File: src/rtl/adc_seq_pkg.sv
package adc_seq_pkg;

  localparam int RES_W = 16;
  localparam int US_W  = 17;

  localparam logic [7:0] ADDR_STATUS = 8'h08;
  localparam logic [7:0] ADDR_DIG    = 8'h42;
  localparam logic [7:0] ADDR_AVG    = 8'h43;
  localparam logic [7:0] ADDR_CHAN   = 8'h44;
  localparam logic [7:0] ADDR_SETTLE = 8'h45;
  localparam logic [7:0] ADDR_ENABLE = 8'h46;
  localparam logic [7:0] ADDR_REQ    = 8'h47;
  localparam logic [7:0] ADDR_RES_LO = 8'h50;
  localparam logic [7:0] ADDR_RES_HI = 8'h51;

  typedef enum logic [1:0] {
    ST_IDLE   = 2'd0,
    ST_SETTLE = 2'd1,
    ST_SAMPLE = 2'd2
  } seq_state_e;

  // Settle code to microseconds: linear 100 us steps (code 0 is 15 us),
  // then 1 ms doubling for the upper eight codes.
  function automatic logic [US_W-1:0] settle_us(input logic [3:0] code);
    logic [US_W-1:0] v;
    if (!code[3]) begin
      if (code[2:0] == 3'd0) v = US_W'(15);
      else                   v = US_W'(code[2:0]) * US_W'(100);
    end else begin
      v = US_W'(1000) << code[2:0];
    end
    return v;
  endfunction

endpackage

File: src/rtl/adc_seq_regs.sv
module adc_seq_regs
  import adc_seq_pkg::*;
(
  input  logic             clk,
  input  logic             rst_n,
  input  logic             wr_en,
  input  logic [7:0]       wr_addr,
  input  logic [7:0]       wr_data,
  input  logic [7:0]       rd_addr,
  input  logic [7:0]       status_byte,
  input  logic [RES_W-1:0] result,
  output logic [7:0]       rd_data,
  output logic [7:0]       dig_q,
  output logic [7:0]       avg_q,
  output logic [7:0]       chan_q,
  output logic [7:0]       settle_q,
  output logic [7:0]       enable_q,
  output logic             req_strobe
);

  always_ff @(posedge clk or negedge rst_n) begin
    if (!rst_n) begin
      dig_q    <= '0;
      avg_q    <= '0;
      chan_q   <= '0;
      settle_q <= '0;
      enable_q <= '0;
    end else if (wr_en) begin
      case (wr_addr)
        ADDR_DIG:    dig_q    <= wr_data;
        ADDR_AVG:    avg_q    <= wr_data;
        ADDR_CHAN:   chan_q   <= wr_data;
        ADDR_SETTLE: settle_q <= wr_data;
        ADDR_ENABLE: enable_q <= wr_data;
        default: ;
      endcase
    end
  end

  // The request register has no storage: bit 7 is a strobe.
  assign req_strobe = wr_en && (wr_addr == ADDR_REQ) && wr_data[7];

  always_comb begin
    case (rd_addr)
      ADDR_STATUS: rd_data = status_byte;
      ADDR_DIG:    rd_data = dig_q;
      ADDR_AVG:    rd_data = avg_q;
      ADDR_CHAN:   rd_data = chan_q;
      ADDR_SETTLE: rd_data = settle_q;
      ADDR_ENABLE: rd_data = enable_q;
      ADDR_RES_LO: rd_data = result[7:0];
      ADDR_RES_HI: rd_data = result[15:8];
      default:     rd_data = 8'h00;
    endcase
  end

endmodule

File: src/rtl/adc_settle_timer.sv
module adc_settle_timer
  import adc_seq_pkg::*;
#(
  parameter int TICKS_PER_US = 50
) (
  input  logic            clk,
  input  logic            rst_n,
  input  logic            load,
  input  logic [US_W-1:0] load_us,
  output logic            done,
  output logic            running
);

  localparam int PC_W = (TICKS_PER_US > 1) ? $clog2(TICKS_PER_US) : 1;
  localparam logic [PC_W-1:0] PC_LAST = PC_W'(TICKS_PER_US - 1);

  logic [PC_W-1:0] pc;
  logic [US_W-1:0] us_left;
  logic            us_tick;

  assign us_tick = running && (pc == PC_LAST);
  assign done    = us_tick && (us_left == US_W'(1));

  always_ff @(posedge clk or negedge rst_n) begin
    if (!rst_n) begin
      pc      <= '0;
      us_left <= '0;
      running <= 1'b0;
    end else if (load) begin
      pc      <= '0;
      us_left <= load_us;
      running <= 1'b1;
    end else if (running) begin
      pc <= us_tick ? '0 : pc + PC_W'(1);
      if (us_tick) begin
        if (us_left == US_W'(1)) running <= 1'b0;
        else                     us_left <= us_left - US_W'(1);
      end
    end
  end

  assert_load_nonzero_R5: assert property (@(posedge clk) disable iff (!rst_n)
    load |-> (load_us != '0));

  assert_done_ends_run_R5: assert property (@(posedge clk) disable iff (!rst_n)
    (done && !load) |=> !running);

endmodule

File: src/rtl/adc_avg_accum.sv
module adc_avg_accum #(
  parameter int DATA_W = 16,
  parameter int N_W    = 3
) (
  input  logic              clk,
  input  logic              rst_n,
  input  logic              clear,
  input  logic [N_W-1:0]    n_in,
  input  logic              sample_en,
  input  logic [DATA_W-1:0] sample_data,
  output logic              last,
  output logic [DATA_W-1:0] avg
);

  localparam int MAX_N = (1 << N_W) - 1;
  localparam int CNT_W = MAX_N + 1;
  localparam int SUM_W = DATA_W + MAX_N;

  logic [N_W-1:0]   n_q;
  logic [CNT_W-1:0] cnt;
  logic [CNT_W-1:0] target;
  logic [SUM_W-1:0] sum;
  logic [SUM_W-1:0] sum_next;

  function automatic logic [DATA_W-1:0] mean_of(input logic [SUM_W-1:0] s,
                                                 input logic [N_W-1:0]   n);
    return DATA_W'(s >> n);
  endfunction

  assign target   = CNT_W'(1) << n_q;
  assign sum_next = sum + SUM_W'(sample_data);
  assign last     = sample_en && (cnt == target - CNT_W'(1));
  assign avg      = mean_of(sum_next, n_q);

  always_ff @(posedge clk or negedge rst_n) begin
    if (!rst_n) begin
      n_q <= '0;
      cnt <= '0;
      sum <= '0;
    end else if (clear) begin
      n_q <= n_in;
      cnt <= '0;
      sum <= '0;
    end else if (sample_en) begin
      if (last) begin
        cnt <= '0;
        sum <= '0;
      end else begin
        cnt <= cnt + CNT_W'(1);
        sum <= sum_next;
      end
    end
  end

  assert_cnt_bound_R6: assert property (@(posedge clk) disable iff (!rst_n)
    cnt < target);

endmodule

File: src/rtl/adc_seq_ctrl.sv
module adc_seq_ctrl
  import adc_seq_pkg::*;
#(
  parameter int         CLK_MHZ     = 50,
  parameter logic [7:0] MAX_CHANNEL = 8'd63
) (
  input  logic        clk,
  input  logic        rst_n,
  input  logic        bus_we,
  input  logic [7:0]  bus_waddr,
  input  logic [7:0]  bus_wdata,
  input  logic [7:0]  bus_raddr,
  output logic [7:0]  bus_rdata,
  output logic        sample_req,
  output logic [7:0]  sample_ch,
  input  logic        sample_valid,
  input  logic [15:0] sample_data,
  output logic        cal_val,
  output logic [1:0]  cal_sel,
  output logic [1:0]  dec_sel,
  output logic        eoc_irq
);

  localparam int N_W = 3;

  logic [7:0]       dig_q, avg_q, chan_q, settle_q, enable_q;
  logic             req_strobe;
  logic [7:0]       status_byte;
  logic [RES_W-1:0] result_q;
  seq_state_e       state;
  logic             eoc_q, pending_q, fault_q;

  // Named internal events
  logic             launch;
  logic             bad_chan;
  logic             timer_load;
  logic             timer_done;
  logic             timer_running;
  logic             acc_sample;
  logic             acc_last;
  logic [RES_W-1:0] acc_avg;
  logic [N_W-1:0]   avg_n;

  assign status_byte = {fault_q, 5'b0, pending_q, eoc_q};

  adc_seq_regs u_regs (
    .clk         (clk),
    .rst_n       (rst_n),
    .wr_en       (bus_we),
    .wr_addr     (bus_waddr),
    .wr_data     (bus_wdata),
    .rd_addr     (bus_raddr),
    .status_byte (status_byte),
    .result      (result_q),
    .rd_data     (bus_rdata),
    .dig_q       (dig_q),
    .avg_q       (avg_q),
    .chan_q      (chan_q),
    .settle_q    (settle_q),
    .enable_q    (enable_q),
    .req_strobe  (req_strobe)
  );

  assign cal_val = dig_q[6];
  assign cal_sel = dig_q[5:4];
  assign dec_sel = dig_q[3:2];

  assign launch     = req_strobe && enable_q[7] && (state == ST_IDLE);
  assign bad_chan   = chan_q > MAX_CHANNEL;
  assign timer_load = launch && !bad_chan;
  assign avg_n      = avg_q[7] ? avg_q[N_W-1:0] : '0;
  assign acc_sample = (state == ST_SAMPLE) && sample_valid;
  assign sample_req = (state == ST_SAMPLE);

  adc_settle_timer #(.TICKS_PER_US(CLK_MHZ)) u_timer (
    .clk     (clk),
    .rst_n   (rst_n),
    .load    (timer_load),
    .load_us (settle_us(settle_q[3:0])),
    .done    (timer_done),
    .running (timer_running)
  );

  adc_avg_accum #(.DATA_W(RES_W), .N_W(N_W)) u_accum (
    .clk         (clk),
    .rst_n       (rst_n),
    .clear       (launch),
    .n_in        (avg_n),
    .sample_en   (acc_sample),
    .sample_data (sample_data),
    .last        (acc_last),
    .avg         (acc_avg)
  );

  always_ff @(posedge clk or negedge rst_n) begin
    if (!rst_n) begin
      state     <= ST_IDLE;
      eoc_q     <= 1'b0;
      pending_q <= 1'b0;
      fault_q   <= 1'b0;
      eoc_irq   <= 1'b0;
      result_q  <= '0;
      sample_ch <= '0;
    end else begin
      eoc_irq <= 1'b0;
      case (state)
        ST_IDLE: begin
          if (launch) begin
            if (bad_chan) begin
              fault_q   <= 1'b1;
              eoc_q     <= 1'b1;
              pending_q <= 1'b0;
              eoc_irq   <= 1'b1;
            end else begin
              fault_q   <= 1'b0;
              eoc_q     <= 1'b0;
              pending_q <= 1'b1;
              sample_ch <= chan_q;
              state     <= ST_SETTLE;
            end
          end
        end
        ST_SETTLE: begin
          if (timer_done) state <= ST_SAMPLE;
        end
        ST_SAMPLE: begin
          if (acc_last) begin
            result_q  <= acc_avg;
            eoc_q     <= 1'b1;
            pending_q <= 1'b0;
            eoc_irq   <= 1'b1;
            state     <= ST_IDLE;
          end
        end
        default: state <= ST_IDLE;
      endcase
    end
  end

  assert_irq_single_R8: assert property (@(posedge clk) disable iff (!rst_n)
    eoc_irq |=> !eoc_irq);

  assert_irq_with_eoc_R8: assert property (@(posedge clk) disable iff (!rst_n)
    eoc_irq |-> (eoc_q && !pending_q));

  assert_sampling_pending_R4: assert property (@(posedge clk) disable iff (!rst_n)
    sample_req |-> (pending_q && !eoc_q && !fault_q));

  assert_timer_in_settle_R5: assert property (@(posedge clk) disable iff (!rst_n)
    timer_running |-> (state == ST_SETTLE));

  assert_fault_no_sampling_R9: assert property (@(posedge clk) disable iff (!rst_n)
    fault_q |-> !sample_req);

  assert_busy_ignores_req_R11: assert property (@(posedge clk) disable iff (!rst_n)
    (req_strobe && state != ST_IDLE) |=> !$rose(pending_q));

endmodule

File: config.mk
export PLATFORM = sky130hd
export DESIGN_NAME = adc_seq_ctrl
export DESIGN_NICKNAME = d
export VERILOG_FILES = /design/src/rtl/adc_seq_pkg.sv /design/src/rtl/adc_seq_regs.sv /design/src/rtl/adc_settle_timer.sv /design/src/rtl/adc_avg_accum.sv /design/src/rtl/adc_seq_ctrl.sv
export SDC_FILE = /design/constraint.sdc
export NUM_CORES = 1
export LEC_CHECK = 0
export BUFFER_PORTS_ARGS = -buffer_cell sky130_fd_sc_hd__clkbuf_2
export CORE_UTILIZATION = 50
export DETAILED_ROUTE_END_ITERATION = 10
export PLACE_DENSITY = 0.69
export SLEW_MARGIN = 20
export SYNTH_ARGS = -nofsm -noshare
export SYNTH_HDL_FRONTEND = slang
export SYNTH_SLANG_ARGS = --single-unit
File: constraint.sdc
create_clock -name clk -period 7.68 [get_ports clk]
set_clock_uncertainty 0.15 [all_clocks]
set_input_delay 1.152 -clock clk [delete_from_list [all_inputs] [get_ports clk]]
set_output_delay 1.152 -clock clk [all_outputs]
set_load 0.05 [all_outputs]
==> metrics.yaml, run 1 <==
outcome:
  outcome: "completed"
sta:
  grt_setup_unrepaired: "false"
  worst_pin_slew_ns: 0.958
  drv_slew: 0
  hold_violations: 0
  fmax_mhz: 191
  min_period_ns: 5.23
  fin_setup_tns_ns: 0
  finalCritPeriodShare: 0.680
  setup_viol: 0
  slew_headroom: 0.355
synthesis:
  syn-num-nets: 990
  synth_area_sq_um: 8370
  yosys_warnings: 0
  synthCells: 915
  syn_avg_cell_area_sq_um: 9.15
  synth_edf_count: 0
  synth_cell_types: 86
  ys_seq_elements: 128
  synthArstFlopShare: 1.00
  yosysMostFrequentCell: "dfrtp_1"
  yosysTopAreaCell: "dfrtp_1"
  synth_top_cells_by_count: "dfrtp_1, nand2_1, nor2_1"
  yosysTopAreaCellShare: 0.383
  synth_area_leaders: "dfrtp_1, mux2_2, nand2_1"
  synth_sequential_area_ratio: 0.383
  ys.flop_type: "dfrtp_1"
worst_setup_path:
  r2r_slack_ns: 2.45
  crit_family: "simple AND/OR/NAND/NOR gates"
  critPathLaunch: "u_accum.n_q[0]"
  critPathArrivalTime_ns: 5.42
  end_kind: "register"
  startpoint_type: "register"
  path_class: "reg2reg"
  crit_path_max_fanout: 24
  cpMostUsedCell: "nand2_1"
  crit_buf_inv: 2
  required_ns: 7.87
  worstPathCellList: "clkinv_1 > nor2_1 > nand2_1 > ha_1 > or3b_1 > a21oi_1 > or3_1 > a2111o_1 > inv_2 > nor2_2 > nand2_1 > o21ai_0"
  crit_slowest_cell: "dfrtp_1"
  r2r-start: "u_accum.n_q[0]"
  max_stage_delay_ns: 0.91
final_layout:
  fin_nets: 1031
  final-instance-count-excl-fill: 1185
  syn_to_final_growth_pct: 12.2
  nFillCells: 1430
  drive_above_1_share: 0.187
  antennaDiodeCount: 0
clocking:
  post_cts_buffers: 0
  htree_levels: 4
  ctsRootBufferMaster: "clkbuf_16"
  cts_resized: 0
  tritoncts: "yes"
  cts_buffers: 17
  clk-insertion-delay-late_ns: 0.43
  clkSinkCount: 128
  clk_path_buf_depth: 2
  cts_hold_buf: 0
  clk_pin_slew_ns: 0.06
pwr:
  ir_drop_v: 0.000171
  clkPwrFrac: 0.478
  power_switching_mw: 0.470
  finalPower_mw: 1.70
  comb_power_share: 0.093
  p_leak_nw: 4.14
  p_int_mw: 1.23
  switching_share: 0.277
  seq_power_share: 0.429
  p_per_area_nw_per_um2: 181
floorplan:
  ios: 67
  die_area_sq_um: 17300
  die_width_um: 131
  start_util: 0.519
  coreArea_sq_um: 16100
  die-height_um: 131
  rows: 46
detailed_routing:
  vias: 7163
  drc_errors: 0
  routed_wl_um: 21500
  wl_per_cell_um: 18.1
  antenna_left: 0
  firstDrtPassIters: 5
  viasPerCell: 6.04
  drt_iter0_markers: 553
global_route:
  grt.total_usage: 0.262
  grt_overflow: 0
  grt_pass1_vias: 6996
  antenna_found_initial: 0
  grt_max_degree: 67
  grt_pass1_wl_um: 35900
placed_design:
  placedCellCount: 1153
  gp_congestion: 0.944
  portBuffers: 66
  post-dp-hpwl_um: 15100
min_path:
  hold_start: "sample_ch[0]"
  worstHoldPathType: "reg2reg"
job:
  cap_violations: 0
==> area by class of cell <==
cell class / count / area (sq um) / area share
clock buffer: 17 / 425 / 0.0453
multi-input combinational: 718 / 4860 / 0.518
tap: 216 / 270 / 0.0288
sequential: 128 / 3200 / 0.341
clock inverter: 15 / 161 / 0.0172
timing repair buffer: 75 / 404 / 0.0430
inverter: 16 / 60.1 / 0.00640
==> flip-flops by register name, summed over array words and instances, names as in the netlist <==
name	flops
u_timer.pc	6
u_accum.cnt	8
u_regs.chan_q	8
u_timer.us_left	17
u_accum.sum	23
eoc_q	1
fault_q	1
u_regs.settle_q	8
eoc_irq	1
state	2
sample_ch	8
u_regs.enable_q	8
u_timer.running	1
pending_q	1
u_regs.dig_q	8
result_q	16
u_regs.avg_q	8
u_accum.n_q	3
==> power by group through the flow <==
stage | Sequential, mW | Combinational [mW] | Clock [mW]
6_report | 0.728 | 0.157 | 0.811
5_1_grt | 0.733 | 0.178 | 0.851
4_1_cts | 0.728 | 0.158 | 0.822
3_5_place_dp | 0.739 | 0.158 | 0
3_3_place_gp | 0.739 | 0.153 | 0
2_1_floorplan | 0.732 | 0.107 | 0
==> routing by layer <==
| metal | track usage | vias up | share of wire |
|---|---|---|---|
| met5 | 0 | - | 0 |
| li1 | - | 3429 | - |
| met4 | 0.0769 | 0 | 0.016 |
| met1 | 0.364 | 3528 | 0.47 |
| met2 | 0.414 | 176 | 0.47 |
| met3 | 0.0494 | 30 | 0.042 |
==> metrics by stage <==
stage	instance area, sq um	util	setup WS (ns)	hold WS, ns
global placement	8800	0.546	2.50	0.302
global route	9390	0.583	2.08	0.350
detailed placement	8800	0.546	2.25	0.306
CTS	9390	0.582	2.23	0.322
finish	9390	0.583	2.45	0.323
floorplan	8370	-	3.62	0.300
==> placed cells by master, fill, tap and decap left out, types with 6 or more instances in the layout <==
cell type / count
dfrtp_1: 128
nand2_1: 123
nor2_1: 85
clkbuf_2: 65
o21ai_0: 55
a21oi_1: 46
mux2_2: 44
ha_1: 30
nand3_1: 29
xnor2_1: 28
mux2i_1: 21
xor2_1: 19
clkbuf_16: 17
a22o_1: 15
nor2b_1: 14
inv_1: 13
nor3_1: 12
o21ai_1: 11
o211ai_1: 11
or3_1: 9
buf_4: 9
nand4_1: 8
nand2b_1: 8
nor4_1: 7
and2_1: 7
inv_6: 7
a22oi_1: 6
and3_1: 6
a31oi_1: 6
a21o_1: 6
mux4_2: 6
==> kinds of logic after synthesis <==
logic type | count (synthesis) | share of synthesized area
fa+ha+maj | 31 | 0.0472
buf+inv | 69 | 0.0372
flops | 128 | 0.383
simple gates | 335 | 0.189
mux | 71 | 0.100
compound gates | 234 | 0.195
xor+xnor | 47 | 0.0492
==> worst paths after layout <==
check	end	cells after the start
min in group asynchronous	u_accum.sum[15]	1
max	u_accum.sum[17]	12
max reg2reg	u_accum.sum[17]	12
min	sample_ch[0]	2
max in group asynchronous	result_q[13]	2
min reg2reg	sample_ch[0]	2
==> worst reg2reg max path, cell delays in order, from the launching register on <==
cell	delay [ns]
dfrtp_1	0.91
clkinv_1	0.73
nor2_1	0.50
nand2_1	0.17
ha_1	0.33
or3b_1	0.39
a21oi_1	0.15
or3_1	0.15
a2111o_1	0.54
inv_2	0.24
nor2_2	0.63
nand2_1	0.10
o21ai_0	0.17
Power figures use the tool's default switching activity.
==> run 2: changes to the inputs <==
PLACE_DENSITY = 0.72   (was 0.69)
clock period = 4.3 ns   (was 7.68 ns; I/O delays follow)
==> run 2 against run 1 <==
Flip-flop and latch count unchanged. Clock power increased by 80%. First-iteration DRC count increased by 8.1%. Global-route usage rose by 0.068 points. Combinational power increased by 82%. Largest power group unchanged. Fmax increased by 39%. Hold slack worse by 0.22 ns. Critical path depth did not move. Non-clock buffer count up 7. Design area up 0.61%. Sequential power rose by 79%. Setup slack got worse by 1.9 ns.
==> metrics.yaml, run 2 (synthesis results as in run 1) <==
pwr:
  switching_share: 0.281
  finalPower_mw: 3.05
  p_per_area_nw_per_um2: 323
  comb_power_share: 0.093
  p_int_mw: 2.19
  seq_power_share: 0.427
  p_leak_nw: 4.17
  power_switching_mw: 0.856
  clkPwrFrac: 0.480
  ir_drop_v: 0.000265
floorplan:
  die_width_um: 131
  ios: 67
  die-height_um: 131
  coreArea_sq_um: 16100
  rows: 46
  die_area_sq_um: 17300
  start_util: 0.519
clocking:
  clk-insertion-delay-late_ns: 0.43
  clk_pin_slew_ns: 0.07
  clkSinkCount: 128
  cts_buffers: 17
  tritoncts: "yes"
  cts_resized: 0
  ctsRootBufferMaster: "clkbuf_16"
  clk_path_buf_depth: 2
  htree_levels: 4
  cts_hold_buf: 0
  post_cts_buffers: 0
global_route:
  grt_overflow: 0
  grt_max_degree: 79
  grt_pass1_wl_um: 35700
  antenna_found_initial: 0
  grt_pass1_vias: 6780
  grt.total_usage: 0.262
detailed_routing:
  firstDrtPassIters: 5
  vias: 7211
  drc_errors: 0
  wl_per_cell_um: 18.2
  routed_wl_um: 21700
  drt_iter0_markers: 598
  viasPerCell: 6.05
  antenna_left: 0
worst_setup_path:
  r2r-start: "u_accum.n_q[0]"
  path_class: "reg2reg"
  required_ns: 4.46
  critPathArrivalTime_ns: 3.91
  startpoint_type: "register"
  critPathLaunch: "u_accum.n_q[0]"
  end_kind: "register"
  crit_path_max_fanout: 14
sta:
  fmax_mhz: 266
  hold_violations: 0
  setup_viol: 0
  grt_setup_unrepaired: "false"
  slew_headroom: 0.262
  worst_pin_slew_ns: 1.11
  hold_ws_ns: 0.0989
  fin_setup_tns_ns: 0
  drv_slew: 0
  finalCritPeriodShare: 0.873
  setup_ws_ns: 0.548
  min_period_ns: 3.75
min_path:
  worstHoldPathType: "in2async"
placed_design:
  dpl_worst_slack_ns: 0.614
  postPlaceCellArea_sq_um: 8850
  post-dp-hpwl_um: 15300
  portBuffers: 66
  gp_congestion: 0.928
final_layout:
  drive_above_1_share: 0.193
  final_cell_mix: "dfrtp_1, nand2_1, nor2_1"
  antennaDiodeCount: 0
  reg_top3: "u_accum.sum x23, u_timer.us_left x17, result_q x16"
  syn_to_final_growth_pct: 12.9
  fin_nets: 1038
  final_area_sq_um: 9450
  largest_reg_flops: 23
  top_register: "u_accum.sum"
  final_common_cell: "dfrtp_1"
outcome:
  outcome: "completed"
job:
  cap_violations: 0
[run 2: changes by cell type in the layout (fill, tap and decap cells not counted)]
cell / before / now
buf_4: 9 / 16
clkinv_4: 2 / 1
clkinv_8: 0 / 1
clkinvlp_4: 1 / 3
inv_6: 7 / 5
[run 2: final timing paths]
check                             endpoint  slack, ns  cells after the start
min reg2reg                   sample_ch[1]       0.32                      2
min in group clk              sample_ch[1]       0.32                      2
max in group asynchronous      result_q[4]       3.00                      2
max                        u_accum.sum[19]       0.55                     12
max reg2reg                u_accum.sum[19]       0.55                     12
min                        u_accum.sum[13]        0.1                      1
[run 2: power groups by stage]
stage          Combinational (mW)  Sequential (mW)  Clock (mW)
2_1_floorplan               0.192             1.31           0
3_3_place_gp                0.276             1.32           0
3_5_place_dp                0.284             1.32           0
4_1_cts                     0.286             1.30        1.48
5_1_grt                     0.320             1.31        1.53
6_report                    0.285             1.30        1.46
[run 2: per-layer routing]
metal  vias to the layer above  routed length, um  GRT usage
met2                       210              10200      0.415
met3                        28               1060     0.0409
met5                         -                  0          0
li1                       3438                  -          -
met1                      3535              10100      0.367
met4                         0                418     0.0853
[run 2: layout make-up]
cell class	count	area, sq um
clock inverters	15	166
inverters	16	60.1
multi-input cells	718	4860
fillers	1425	6670
clock buffers	17	425
flip-flops and latches	128	3200
well taps	216	270
repair buffers	82	457
[run 2: through the flow]
stage          utilization  cells
4_1_cts              0.586   1192
6_report             0.586   1192
3_3_place_gp         0.549   1160
3_5_place_dp         0.549   1160
2_1_floorplan            -    915
5_1_grt              0.586   1192
[run 2: worst max-delay path: stages (launching register included)]
cell	delay, ns
dfrtp_1	0.53
clkinv_1	0.14
nor2_1	0.35
nand2_1	0.18
ha_1	0.31
or3b_1	0.38
a21oi_1	0.15
o21ai_0	0.15
a2111o_1	0.54
inv_2	0.24
nor2_1	0.07
buf_4	0.20
a22o_1	0.23
==> run 3: changes to the inputs <==
PLACE_DENSITY = 0.68   (was 0.72)
==> run 3 against run 2 <==
First-iteration DRC count fell by 7.4%. Combinational power barely moved. Via count fell by 0.78%. Final cell count rose by 0.17%. Design area rose by 0.70%. Register-to-register slack gained 0.05 ns. Non-clock buffer count increased by 2. Global-route usage is 0.34 points lower. Die area unchanged. Critical endpoint unchanged. Wire length shrank 0.43%. Setup slack better by 0.051 ns.
==> metrics.yaml, run 3 (synthesis results as in run 1) <==
final_layout:
  final_cell_mix: "dfrtp_1, nand2_1, nor2_1"
  antennaDiodeCount: 0
  syn_to_final_growth_pct: 13.6
  drive_above_1_share: 0.193
  nFillCells: 1467
  fin_nets: 1040
  multi_input_area_sq_um: 4860
  final_common_cell: "dfrtp_1"
  seqCellArea_sq_um: 3200
  reg_top3: "u_accum.sum x23, u_timer.us_left x17, result_q x16"
  top_register: "u_accum.sum"
  largest_reg_flops: 23
  final_area_sq_um: 9510
floorplan:
  start_util: 0.519
  die_area_sq_um: 17300
  die-height_um: 131
  coreArea_sq_um: 16100
  rows: 46
  ios: 67
  die_width_um: 131
sta:
  setup_ws_ns: 0.599
  drv_slew: 0
  slew_headroom: 0.352
  grt_setup_unrepaired: "false"
  hold_violations: 0
  min_period_ns: 3.70
  setup_viol: 0
  finalCritPeriodShare: 0.861
  worst_pin_slew_ns: 0.964
  fmax_mhz: 270
  fin_setup_tns_ns: 0
detailed_routing:
  routed_wl_um: 21700
  antenna_left: 0
  viasPerCell: 5.99
  wl_per_cell_um: 18.1
  drc_errors: 0
  drt_iter0_markers: 554
  vias: 7155
  firstDrtPassIters: 5
clocking:
  htree_levels: 4
  clkSinkCount: 128
  clk_pin_slew_ns: 0.07
  clk_path_buf_depth: 2
  cts_resized: 0
  cts_hold_buf: 0
  post_cts_buffers: 0
  ctsRootBufferMaster: "clkbuf_16"
  tritoncts: "yes"
  clk-insertion-delay-late_ns: 0.43
  cts_buffers: 17
global_route:
  grt.total_usage: 0.259
  grt_overflow: 0
  antenna_found_initial: 0
  grt_pass1_wl_um: 35100
  grt_pass1_vias: 6618
  grt_max_degree: 105
worst_setup_path:
  required_ns: 4.47
  critPathArrivalTime_ns: 3.87
  cpMostUsedCell: "nor2_1"
  path_class: "reg2reg"
  crit_slowest_cell: "dfrtp_1"
  worstPathCellList: "clkinv_1 > nor2_1 > nand2_1 > ha_1 > or3b_1 > a21oi_1 > o21ai_0 > a2111o_1 > inv_2 > nor2_1 > buf_4 > a22o_1"
  end_kind: "register"
  max_stage_delay_ns: 0.55
  startpoint_type: "register"
  crit_path_max_fanout: 14
pwr:
  p_leak_nw: 4.22
  p_per_area_nw_per_um2: 335
  ir_drop_v: 0.000274
placed_design:
  postPlaceCellArea_sq_um: 8870
  post-dp-hpwl_um: 15200
  gp_congestion: 0.951
  dpl_worst_slack_ns: 0.548
  portBuffers: 66
min_path:
  worstHoldPathType: "in2async"
job:
  cap_violations: 0
outcome:
  outcome: "completed"
-- run 3: cell types whose count changed in the layout (fill, tap and decap cells not counted) --
cell,change
inv_8,-2
nor2_2,-1
clkinv_8,-1
nor2_1,+1
clkinv_4,+2
buf_4,+2
clkinvlp_4,-2
bufinv_16,+3
-- run 3: worst max-delay path, delay by kind of cell, from the launching register on --
family,cells,cell delay (ns)
AO/OA/AOI/OAI,4,1.02
flip-flops,1,0.55
AND/OR/NAND/NOR,4,0.95
adder cells (fa/ha/maj),1,0.31
buffers and inverters,3,0.59
-- run 3: stage by stage --
| step | instances | power [mW] | util | hold WS, ns |
|---|---|---|---|---|
| final | 1194 | 3.19 | 0.590 | 0.197 |
| after global routing | 1194 | 3.31 | 0.590 | 0.288 |
| after global placement | 1162 | 1.60 | 0.550 | 0.303 |
| after floorplan | 915 | 1.50 | - | 0.199 |
| after CTS | 1194 | 3.21 | 0.590 | 0.243 |
| after detailed placement | 1162 | 1.60 | 0.550 | 0.308 |
-- run 3: layer usage --
layer | global-route usage | share of wire | wire length, um | vias to the layer above
li1 | - | - | - | 3437
met1 | 0.375 | 0.48 | 10300 | 3478
met2 | 0.392 | 0.45 | 9790 | 204
met3 | 0.0413 | 0.052 | 1120 | 36
met4 | 0.0879 | 0.021 | 447 | 0
met5 | 0 | 0 | 0 | -
-- run 3: report_power, final --
| part | leakage, nW | internal, mW | switching (mW) | total (mW) |
|---|---|---|---|---|
| Clock | 0.313 | 0.990 | 0.617 | 1.61 |
| Combinational | 2.24 | 0.115 | 0.168 | 0.283 |
| Sequential | 1.67 | 1.25 | 0.0500 | 1.30 |
-- run 3: cell type report --
class,count,share of cell area
clock buffer,17,0.0447
clock inverter,15,0.0232
tap,216,0.0284
inverter,16,0.00631
multi-input combinational,718,0.511
sequential,128,0.337
timing repair buffer,84,0.0496
-- run 3: final timing paths --
check | from | endpoint | slack (ns) | cells past startpoint
setup / recovery | u_accum.n_q[0] | u_accum.sum[19] | 0.60 | 12
hold / removal | rst_n | u_accum.sum[5] | 0.20 | 1
setup reg to reg | u_accum.n_q[0] | u_accum.sum[19] | 0.60 | 12
hold reg to reg | sample_ch[4] | sample_ch[4] | 0.32 | 2
max in group asynchronous | rst_n | u_regs.dig_q[1] | 2.87 | 2
min in group clk | sample_ch[4] | sample_ch[4] | 0.32 | 2
